==> src/rtl/cfl_pkg.sv <==
package cfl_pkg;

  typedef enum logic [4:0] {
    ST_IDLE,
    ST_CHECK,
    ST_RST_HI,
    ST_RST_LO,
    ST_RLD_LO1,
    ST_RLD_HI,
    ST_RLD_LO2,
    ST_PRG_HI,
    ST_PRG_LO,
    ST_POLL,
    ST_HUNT,
    ST_LOAD_HI,
    ST_LOAD_LO,
    ST_GAP,
    ST_WRITE,
    ST_VERIFY,
    ST_DONE,
    ST_FAIL
  } cfl_state_e;

  typedef enum logic [1:0] {
    PH_NONE,
    PH_HUNT,
    PH_HI,
    PH_LO
  } cfl_phase_e;

endpackage

==> src/rtl/cfl_interval_timer.sv <==
module cfl_interval_timer #(
  parameter int CNT_W = 5
) (
  input  logic             clk,
  input  logic             rst_n,
  input  logic             load,
  input  logic [CNT_W-1:0] load_val,
  output logic             zero
);

  logic [CNT_W-1:0] cnt_q;
  logic [CNT_W-1:0] cnt_n;

  always_comb begin
    cnt_n = cnt_q;
    if (load) begin
      cnt_n = load_val;
    end else if (cnt_q != '0) begin
      cnt_n = cnt_q - 1'b1;
    end
  end

  always_ff @(posedge clk or negedge rst_n) begin
    if (!rst_n) begin
      cnt_q <= '0;
    end else begin
      cnt_q <= cnt_n;
    end
  end

  assign zero = (cnt_q == '0);

  AST_TMR_NO_WRAP: assert property (@(posedge clk) disable iff (!rst_n)
    (zero && !load) |=> zero);

endmodule

==> src/rtl/cfl_step_counter.sv <==
module cfl_step_counter #(
  parameter int W = 3
) (
  input  logic         clk,
  input  logic         rst_n,
  input  logic         clr,
  input  logic         inc,
  output logic [W-1:0] cnt
);

  logic [W-1:0] cnt_q;
  logic [W-1:0] cnt_n;

  always_comb begin
    cnt_n = cnt_q;
    if (clr) begin
      cnt_n = '0;
    end else if (inc) begin
      cnt_n = cnt_q + 1'b1;
    end
  end

  always_ff @(posedge clk or negedge rst_n) begin
    if (!rst_n) begin
      cnt_q <= '0;
    end else begin
      cnt_q <= cnt_n;
    end
  end

  assign cnt = cnt_q;

endmodule

==> src/rtl/cfl_word_packer.sv <==
module cfl_word_packer
  import cfl_pkg::*;
#(
  parameter logic [7:0] SYNC_HI = 8'hFF,
  parameter logic [7:0] SYNC_LO = 8'h20
) (
  input  logic             clk,
  input  logic             rst_n,
  input  logic             clear,
  input  logic             take,
  input  cfl_phase_e       phase,
  input  logic [7:0]       din,
  output logic             sync_hit,
  output logic [15:0]      word
);

  logic       prev_hi_q, prev_hi_n;
  logic [7:0] hi_q, hi_n;
  logic [7:0] lo_q, lo_n;

  assign sync_hit = (phase == PH_HUNT) && prev_hi_q && (din == SYNC_LO);

  always_comb begin
    prev_hi_n = prev_hi_q;
    hi_n      = hi_q;
    lo_n      = lo_q;
    if (clear) begin
      prev_hi_n = 1'b0;
    end else if (take) begin
      case (phase)
        PH_HUNT: begin
          prev_hi_n = (din == SYNC_HI);
          if (sync_hit) begin
            hi_n = SYNC_HI;
            lo_n = din;
          end
        end
        PH_HI:   hi_n = din;
        PH_LO:   lo_n = din;
        default: ;
      endcase
    end
  end

  always_ff @(posedge clk or negedge rst_n) begin
    if (!rst_n) begin
      prev_hi_q <= 1'b0;
      hi_q      <= '0;
      lo_q      <= '0;
    end else begin
      prev_hi_q <= prev_hi_n;
      hi_q      <= hi_n;
      lo_q      <= lo_n;
    end
  end

  assign word = {hi_q, lo_q};

  AST_SYNC_WORD: assert property (@(posedge clk) disable iff (!rst_n)
    (take && sync_hit && !clear) |=> (word == {SYNC_HI, SYNC_LO}));

  AST_HIGH_FIRST: assert property (@(posedge clk) disable iff (!rst_n)
    (take && !clear && phase == PH_HI) |=> (word[15:8] == $past(din)));

endmodule

==> src/rtl/cfg_stream_loader.sv <==
module cfg_stream_loader
  import cfl_pkg::*;
#(
  parameter int SETTLE_CYC   = 16,
  parameter int POLL_GAP_CYC = 8,
  parameter int POLL_MAX     = 50,
  parameter int GAP_CYC      = 4,
  parameter int MAX_TRY      = 3
) (
  input  logic        clk,
  input  logic        rst_n,
  input  logic        start,
  input  logic        store_present,
  input  logic [7:0]  s_data,
  input  logic        s_valid,
  input  logic        s_last,
  output logic        s_ready,
  input  logic        dev_init,
  output logic        bus_reset,
  output logic        reload,
  output logic        prog,
  output logic        wr_en,
  output logic [15:0] wr_data,
  output logic        done,
  output logic        fail
);

  localparam int MAX_A   = (SETTLE_CYC > POLL_GAP_CYC) ? SETTLE_CYC : POLL_GAP_CYC;
  localparam int TMR_MAX = (MAX_A > GAP_CYC) ? MAX_A : GAP_CYC;
  localparam int TMR_W   = $clog2(TMR_MAX + 1);
  localparam int POLL_W  = $clog2(POLL_MAX + 1);
  localparam int TRY_W   = $clog2(MAX_TRY + 1);

  localparam logic [TMR_W-1:0]  SETTLE_LD = TMR_W'(SETTLE_CYC - 1);
  localparam logic [TMR_W-1:0]  POLL_LD   = TMR_W'(POLL_GAP_CYC - 1);
  localparam logic [TMR_W-1:0]  GAP_LD    = TMR_W'(GAP_CYC - 1);
  localparam logic [POLL_W-1:0] POLL_LAST = POLL_W'(POLL_MAX - 1);
  localparam logic [TRY_W-1:0]  TRY_LAST  = TRY_W'(MAX_TRY - 1);

  cfl_state_e state_q, state_n;
  logic       last_q, last_n;
  logic       fin_q, fin_n;

  logic              tmr_load;
  logic              tmr_reload;
  logic [TMR_W-1:0]  tmr_val;
  logic              tmr_zero;
  logic              poll_clr, poll_inc;
  logic [POLL_W-1:0] poll_cnt;
  logic              try_clr, try_inc;
  logic [TRY_W-1:0]  try_cnt;
  logic              abort;
  logic              take;
  logic              pk_clear;
  logic              sync_hit;
  cfl_phase_e        phase;
  logic [15:0]       word;

  // stream side
  always_comb begin
    case (state_q)
      ST_HUNT:    phase = PH_HUNT;
      ST_LOAD_HI: phase = PH_HI;
      ST_LOAD_LO: phase = PH_LO;
      default:    phase = PH_NONE;
    endcase
  end

  assign s_ready  = (phase != PH_NONE);
  assign take     = s_ready && s_valid;
  assign pk_clear = (state_q == ST_PRG_HI);

  // next-state logic
  always_comb begin
    state_n    = state_q;
    last_n     = last_q;
    fin_n      = fin_q;
    tmr_reload = 1'b0;
    poll_clr   = 1'b0;
    poll_inc   = 1'b0;
    try_clr    = 1'b0;
    try_inc    = 1'b0;
    abort      = 1'b0;

    case (state_q)
      ST_IDLE, ST_FAIL: begin
        if (start) begin
          state_n = ST_CHECK;
          try_clr = 1'b1;
          fin_n   = 1'b0;
          last_n  = 1'b0;
        end
      end
      ST_CHECK:   state_n = store_present ? ST_RST_HI : ST_FAIL;
      ST_RST_HI:  if (tmr_zero) state_n = ST_RST_LO;
      ST_RST_LO:  if (tmr_zero) state_n = ST_RLD_LO1;
      ST_RLD_LO1: if (tmr_zero) state_n = ST_RLD_HI;
      ST_RLD_HI:  if (tmr_zero) state_n = ST_RLD_LO2;
      ST_RLD_LO2: if (tmr_zero) state_n = fin_q ? ST_DONE : ST_PRG_HI;
      ST_PRG_HI:  if (tmr_zero) state_n = ST_PRG_LO;
      ST_PRG_LO: begin
        if (tmr_zero) begin
          state_n  = ST_POLL;
          poll_clr = 1'b1;
        end
      end
      ST_POLL: begin
        if (tmr_zero) begin
          if (dev_init) begin
            state_n = ST_HUNT;
          end else if (poll_cnt == POLL_LAST) begin
            abort = 1'b1;
          end else begin
            poll_inc   = 1'b1;
            tmr_reload = 1'b1;
          end
        end
      end
      ST_HUNT: begin
        if (take) begin
          if (sync_hit) begin
            last_n  = s_last;
            state_n = ST_GAP;
          end else if (s_last) begin
            abort = 1'b1;
          end
        end
      end
      ST_LOAD_HI: begin
        if (take) begin
          if (s_last) begin
            abort = 1'b1;
          end else begin
            state_n = ST_LOAD_LO;
          end
        end
      end
      ST_LOAD_LO: begin
        if (take) begin
          last_n  = s_last;
          state_n = ST_GAP;
        end
      end
      ST_GAP:   if (tmr_zero) state_n = ST_WRITE;
      ST_WRITE: state_n = ST_VERIFY;
      ST_VERIFY: begin
        if (!dev_init) begin
          abort = 1'b1;
        end else if (last_q) begin
          fin_n   = 1'b1;
          state_n = ST_RST_HI;
        end else begin
          state_n = ST_LOAD_HI;
        end
      end
      ST_DONE:  state_n = ST_IDLE;
      default:  state_n = ST_IDLE;
    endcase

    if (abort) begin
      if (try_cnt == TRY_LAST) begin
        state_n = ST_FAIL;
      end else begin
        try_inc = 1'b1;
        state_n = ST_RST_HI;
      end
    end
  end

  // interval selection for the state being entered
  always_comb begin
    case (state_n)
      ST_GAP:  tmr_val = GAP_LD;
      ST_POLL: tmr_val = POLL_LD;
      default: tmr_val = SETTLE_LD;
    endcase
  end

  assign tmr_load = (state_n != state_q) || tmr_reload;

  // state registers
  always_ff @(posedge clk or negedge rst_n) begin
    if (!rst_n) begin
      state_q <= ST_IDLE;
      last_q  <= 1'b0;
      fin_q   <= 1'b0;
    end else begin
      state_q <= state_n;
      last_q  <= last_n;
      fin_q   <= fin_n;
    end
  end

  cfl_interval_timer #(.CNT_W(TMR_W)) u_timer (
    .clk      (clk),
    .rst_n    (rst_n),
    .load     (tmr_load),
    .load_val (tmr_val),
    .zero     (tmr_zero)
  );

  cfl_step_counter #(.W(POLL_W)) u_poll_cnt (
    .clk   (clk),
    .rst_n (rst_n),
    .clr   (poll_clr),
    .inc   (poll_inc),
    .cnt   (poll_cnt)
  );

  cfl_step_counter #(.W(TRY_W)) u_try_cnt (
    .clk   (clk),
    .rst_n (rst_n),
    .clr   (try_clr),
    .inc   (try_inc),
    .cnt   (try_cnt)
  );

  cfl_word_packer #(.SYNC_HI(8'hFF), .SYNC_LO(8'h20)) u_packer (
    .clk      (clk),
    .rst_n    (rst_n),
    .clear    (pk_clear),
    .take     (take),
    .phase    (phase),
    .din      (s_data),
    .sync_hit (sync_hit),
    .word     (word)
  );

  // outputs
  assign bus_reset = (state_q == ST_RST_HI);
  assign reload    = (state_q == ST_RLD_HI);
  assign prog      = (state_q == ST_PRG_HI);
  assign wr_en     = (state_q == ST_WRITE);
  assign wr_data   = word;
  assign done      = (state_q == ST_DONE);
  assign fail      = (state_q == ST_FAIL);

  AST_CTRL_EXCL: assert property (@(posedge clk) disable iff (!rst_n)
    $onehot0({bus_reset, reload, prog, wr_en}));

  AST_FAIL_HOLD: assert property (@(posedge clk) disable iff (!rst_n)
    (fail && !start) |=> fail);

  AST_WR_SINGLE: assert property (@(posedge clk) disable iff (!rst_n)
    wr_en |=> !wr_en);

  AST_DONE_PULSE: assert property (@(posedge clk) disable iff (!rst_n)
    done |=> !done);

  AST_TRY_BOUND: assert property (@(posedge clk) disable iff (!rst_n)
    (try_cnt <= TRY_LAST));

  AST_NO_TAKE_IN_CTRL: assert property (@(posedge clk) disable iff (!rst_n)
    s_ready |-> !(bus_reset || reload || prog || wr_en));

  AST_BUSY_START_IGNORED: assert property (@(posedge clk) disable iff (!rst_n)
    (start && bus_reset) |=> (bus_reset || state_q == ST_RST_LO));

endmodule

==> config.mk <==
export PLATFORM = sky130hd
export DESIGN_NAME = cfg_stream_loader
export DESIGN_NICKNAME = d
export VERILOG_FILES = /design/src/rtl/cfl_pkg.sv /design/src/rtl/cfl_interval_timer.sv /design/src/rtl/cfl_step_counter.sv /design/src/rtl/cfl_word_packer.sv /design/src/rtl/cfg_stream_loader.sv
export SDC_FILE = /design/constraint.sdc
export NUM_CORES = 1
export LEC_CHECK = 0
export BUFFER_PORTS_ARGS = -buffer_cell sky130_fd_sc_hd__buf_2
export CAP_MARGIN = 25
export CORE_UTILIZATION = 30
export DETAILED_ROUTE_END_ITERATION = 10
export GPL_ROUTABILITY_DRIVEN = 0
export SYNTH_ARGS = -nofsm -noshare
export SYNTH_HDL_FRONTEND = slang
export SYNTH_SLANG_ARGS = --single-unit
==> constraint.sdc <==
create_clock -name clk -period 3.3 [get_ports clk]
set_input_delay 0.33 -clock clk [delete_from_list [all_inputs] [get_ports clk]]
set_output_delay 0.33 -clock clk [all_outputs]
set_load 0.03 [all_outputs]
==> results.yml <==
sta:
  max_freq_ghz: 0.312
  grt_setup_unrepaired: "true"
  worstMarginPinSlew_ns: 0.839
  setup_ws_ns: 0.0937
  slew_headroom_pct: 44.1
  finalCritPeriodShare_pct: 97.2
  clock_skew_ns: 0.00546
  whs_ns: 0.142
  setup_viol: 0
  totalNegativeSetupSlack_ns: 0
  layout_min_cycle_time_ns: 3.21
  drv_slew: 0
  hold_viol_final: 0
outcome:
  status: "finished clean"
setup_path:
  cp.arrival_ns: 3.37
  path_class: "register to register"
  crit_fanout: 4
  cp-end-kind: "register"
  crit_path_start_kind: "register"
  worst_ep_required_time_ns: 3.47
yosys:
  syn_area_um2: 2460
  synth_top_area_share_pct: 37.6
  ys_types: 61
  synth_ff_type: "dfrtp_1"
  synthCells: 284
  synth-seq-cells: 37
  ys_top_cells_by_area: "dfrtp_1 38%, nor2_1 6.0%, mux2_2 4.6%"
  async_reset_ff_share_pct: 100
  ys_warn_count: 0
  avgSynthCellArea_um2: 8.66
  yosys.area.top_type: "dfrtp_1"
  synth_nets: 306
  synth_edf_count: 0
  yosysSeqAreaShare_pct: 37.6
place:
  hpwl_mm: 4.94
  numPortBuffers: 37
  post-place-ws_ns: -0.101
  placed_area_um2: 2990
detailed_routing:
  viasPerCell: 5.21
  totalWireLength_mm: 6.68
  drc: 0
  wl_per_cell_um: 14.7
  final_antenna_net_count: 0
  drt_iter0_markers: 176
  vias: 2360
  drtPass1Iterations: 4
global_route:
  grt_max_degree: 38
  grt_pass1_wl_mm: 10.9
  grt_antenna_before_repair: 0
  grt_pass1_vias: 2229
  grtUsageTotal_pct: 16.0
  grt-ovfl-total: 0
clock_network:
  postCtsHoldBufs: 0
  cts_sinks: 37
  cts_max_path_buffers: 2
  cts_root_buf: "clkbuf_8"
  clkLatencyLatePin_ns: 0.28
  htree_levels: 2
  numCtsBuffers: 5
  clkSlewWorstSetupHoldPaths_ns: 0.08
  tritoncts: "built"
floorplan:
  coreArea_um2: 7850
  die_h_um: 92.6
  boundaryPins: 38
  die_area_um2: 8570
  num_rows: 32
  start_util_pct: 31.3
  die_w_um: 92.6
cells_and_area:
  n_fill_cell: 805
  synthToLayoutAreaGrowth_pct: 29.8
  num-nets-final: 372
  utilization_pct: 40.7
  final_cell_mix: "37 x nor2_1, 37 x buf_2, 35 x dfrtp_1"
  drive_above_1_share_pct: 34.2
  insertedDiodeCount: 0
  final_area_um2: 3190
pwr:
  leakagePower_nw: 1.47
  powerDensity_nw_per_um2: 708
  peakVddDrop_v: 0.000222
worst_hold_path:
  hold_class: "input pin to asynchronous set/reset pin"
job:
  drv_cap: 0
==> through the flow <==
stage / total power [W] / cells
after global routing: 0.00243 / 453
final: 0.00226 / 453
after floorplan: 0.00153 / 284
after CTS: 0.00223 / 452
after detailed placement: 0.00189 / 440
after global placement: 0.00187 / 440
==> cell families (layout without fill, tap and decap cells) <==
group           Yosys count  in the layout  share of synthesized area [%]
mux                      13             13                           5.80
simple gates            135            135                           28.9
buf+inv                  25             92                           4.17
xor+xnor                  9              9                           3.20
compound gates           58             58                           16.7
flops                    37             37                           37.6
fa+ha+maj                 7              7                           3.56
==> where the power goes <==
part | internal [W] | leakage (nW) | switching [W]
Combinational | 0.000538 | 0.954 | 0.000725
Sequential | 0.000587 | 0.474 | 0.0000992
Clock | 0.000147 | 0.0450 | 0.000164
Total | 0.00127 | 1.47 | 0.000988
==> synthesized netlist by cell type (2+ instances only) <==
library cell   n
nor2_1        39
dfrtp_1       37
nand2_1       30
o21ai_0       21
nand3_1       12
inv_1         11
a21oi_1       10
mux2_2        10
nor3_1        10
nor2b_1        8
ha_1           7
buf_2          6
clkbuf_1       5
nand4_1        5
xnor2_1        5
a211oi_1       4
nand2b_1       4
nor4_1         4
xor2_1         4
mux2i_1        3
nor3b_1        3
nor4b_1        3
a2111oi_4      2
a31oi_1        2
o21ai_1        2
or3_1          2
==> worst paths after layout <==
path                       depth (start not counted)                      endpoint                          from  slack [ns]
min reg2reg                                        2  u_packer.hi_q[7]$_DFFE_PN0P_  u_packer.hi_q[7]$_DFFE_PN0P_        0.47
max reg2reg                                       14  u_timer.cnt_q[3]$_DFFE_PN0P_          state_q[2]$_DFF_PN0_        0.09
min                                                1  u_packer.hi_q[0]$_DFFE_PN0P_                         rst_n        0.14
max                                               14  u_timer.cnt_q[3]$_DFFE_PN0P_          state_q[2]$_DFF_PN0_        0.09
min in group clk                                   2  u_packer.lo_q[7]$_DFFE_PN0P_                     s_data[7]        0.34
max in group asynchronous                          1          state_q[2]$_DFF_PN0_                         rst_n        2.57
==> cell type report <==
type,count,area [um^2],share of cell area (%)
clock buffers,6,72.6,2.27
flip-flops and latches,37,928,29.1
inverters,12,45.0,1.41
well taps,102,128,4.00
repair buffers,72,452,14.2
clock inverters,2,10.0,0.314
multi-input cells,222,1560,48.8
==> flip-flops by register name, summed over array words and instances (netlist names) <==
register / flops
u_poll_cnt.cnt: 6
u_packer.hi_q: 8
u_timer.cnt_q: 5
u_packer.lo_q: 8
last_q: 1
state_q: 5
fin_q: 1
u_packer.prev_hi_q: 1
u_try_cnt.cnt: 2
==> per-layer routing <==
layer / wire length [um] / global-route usage [%] / share of wire [%]
met4: 116 / 4.17 / 1.7
met1: 2940 / 21.1 / 44
met5: 0 / 0 / 0
met3: 473 / 3.37 / 7.1
met2: 3140 / 26.4 / 47
==> critical path, stage by stage, from the launching register on <==
cell and delay (ns):
dfrtp_2 0.44, buf_4 0.16, o21ai_1 0.16, nand3_2 0.13, buf_4 0.17, ha_1 0.21
nand2b_4 0.16, buf_4 0.15, nor2_2 0.10, nor2_1 0.05, o21a_1 0.22, a2111oi_4 0.37
xnor2_2 0.12, a2111oi_4 0.32, mux2_4 0.34
==> repair_timing <==
action	CTS	global route
setup buffers	4	1
pin swaps	6	12
endpoints found under the setup margin	5	5
gates resized for setup	2	18
No activity file was read; power rests on OpenSTA's default activity.
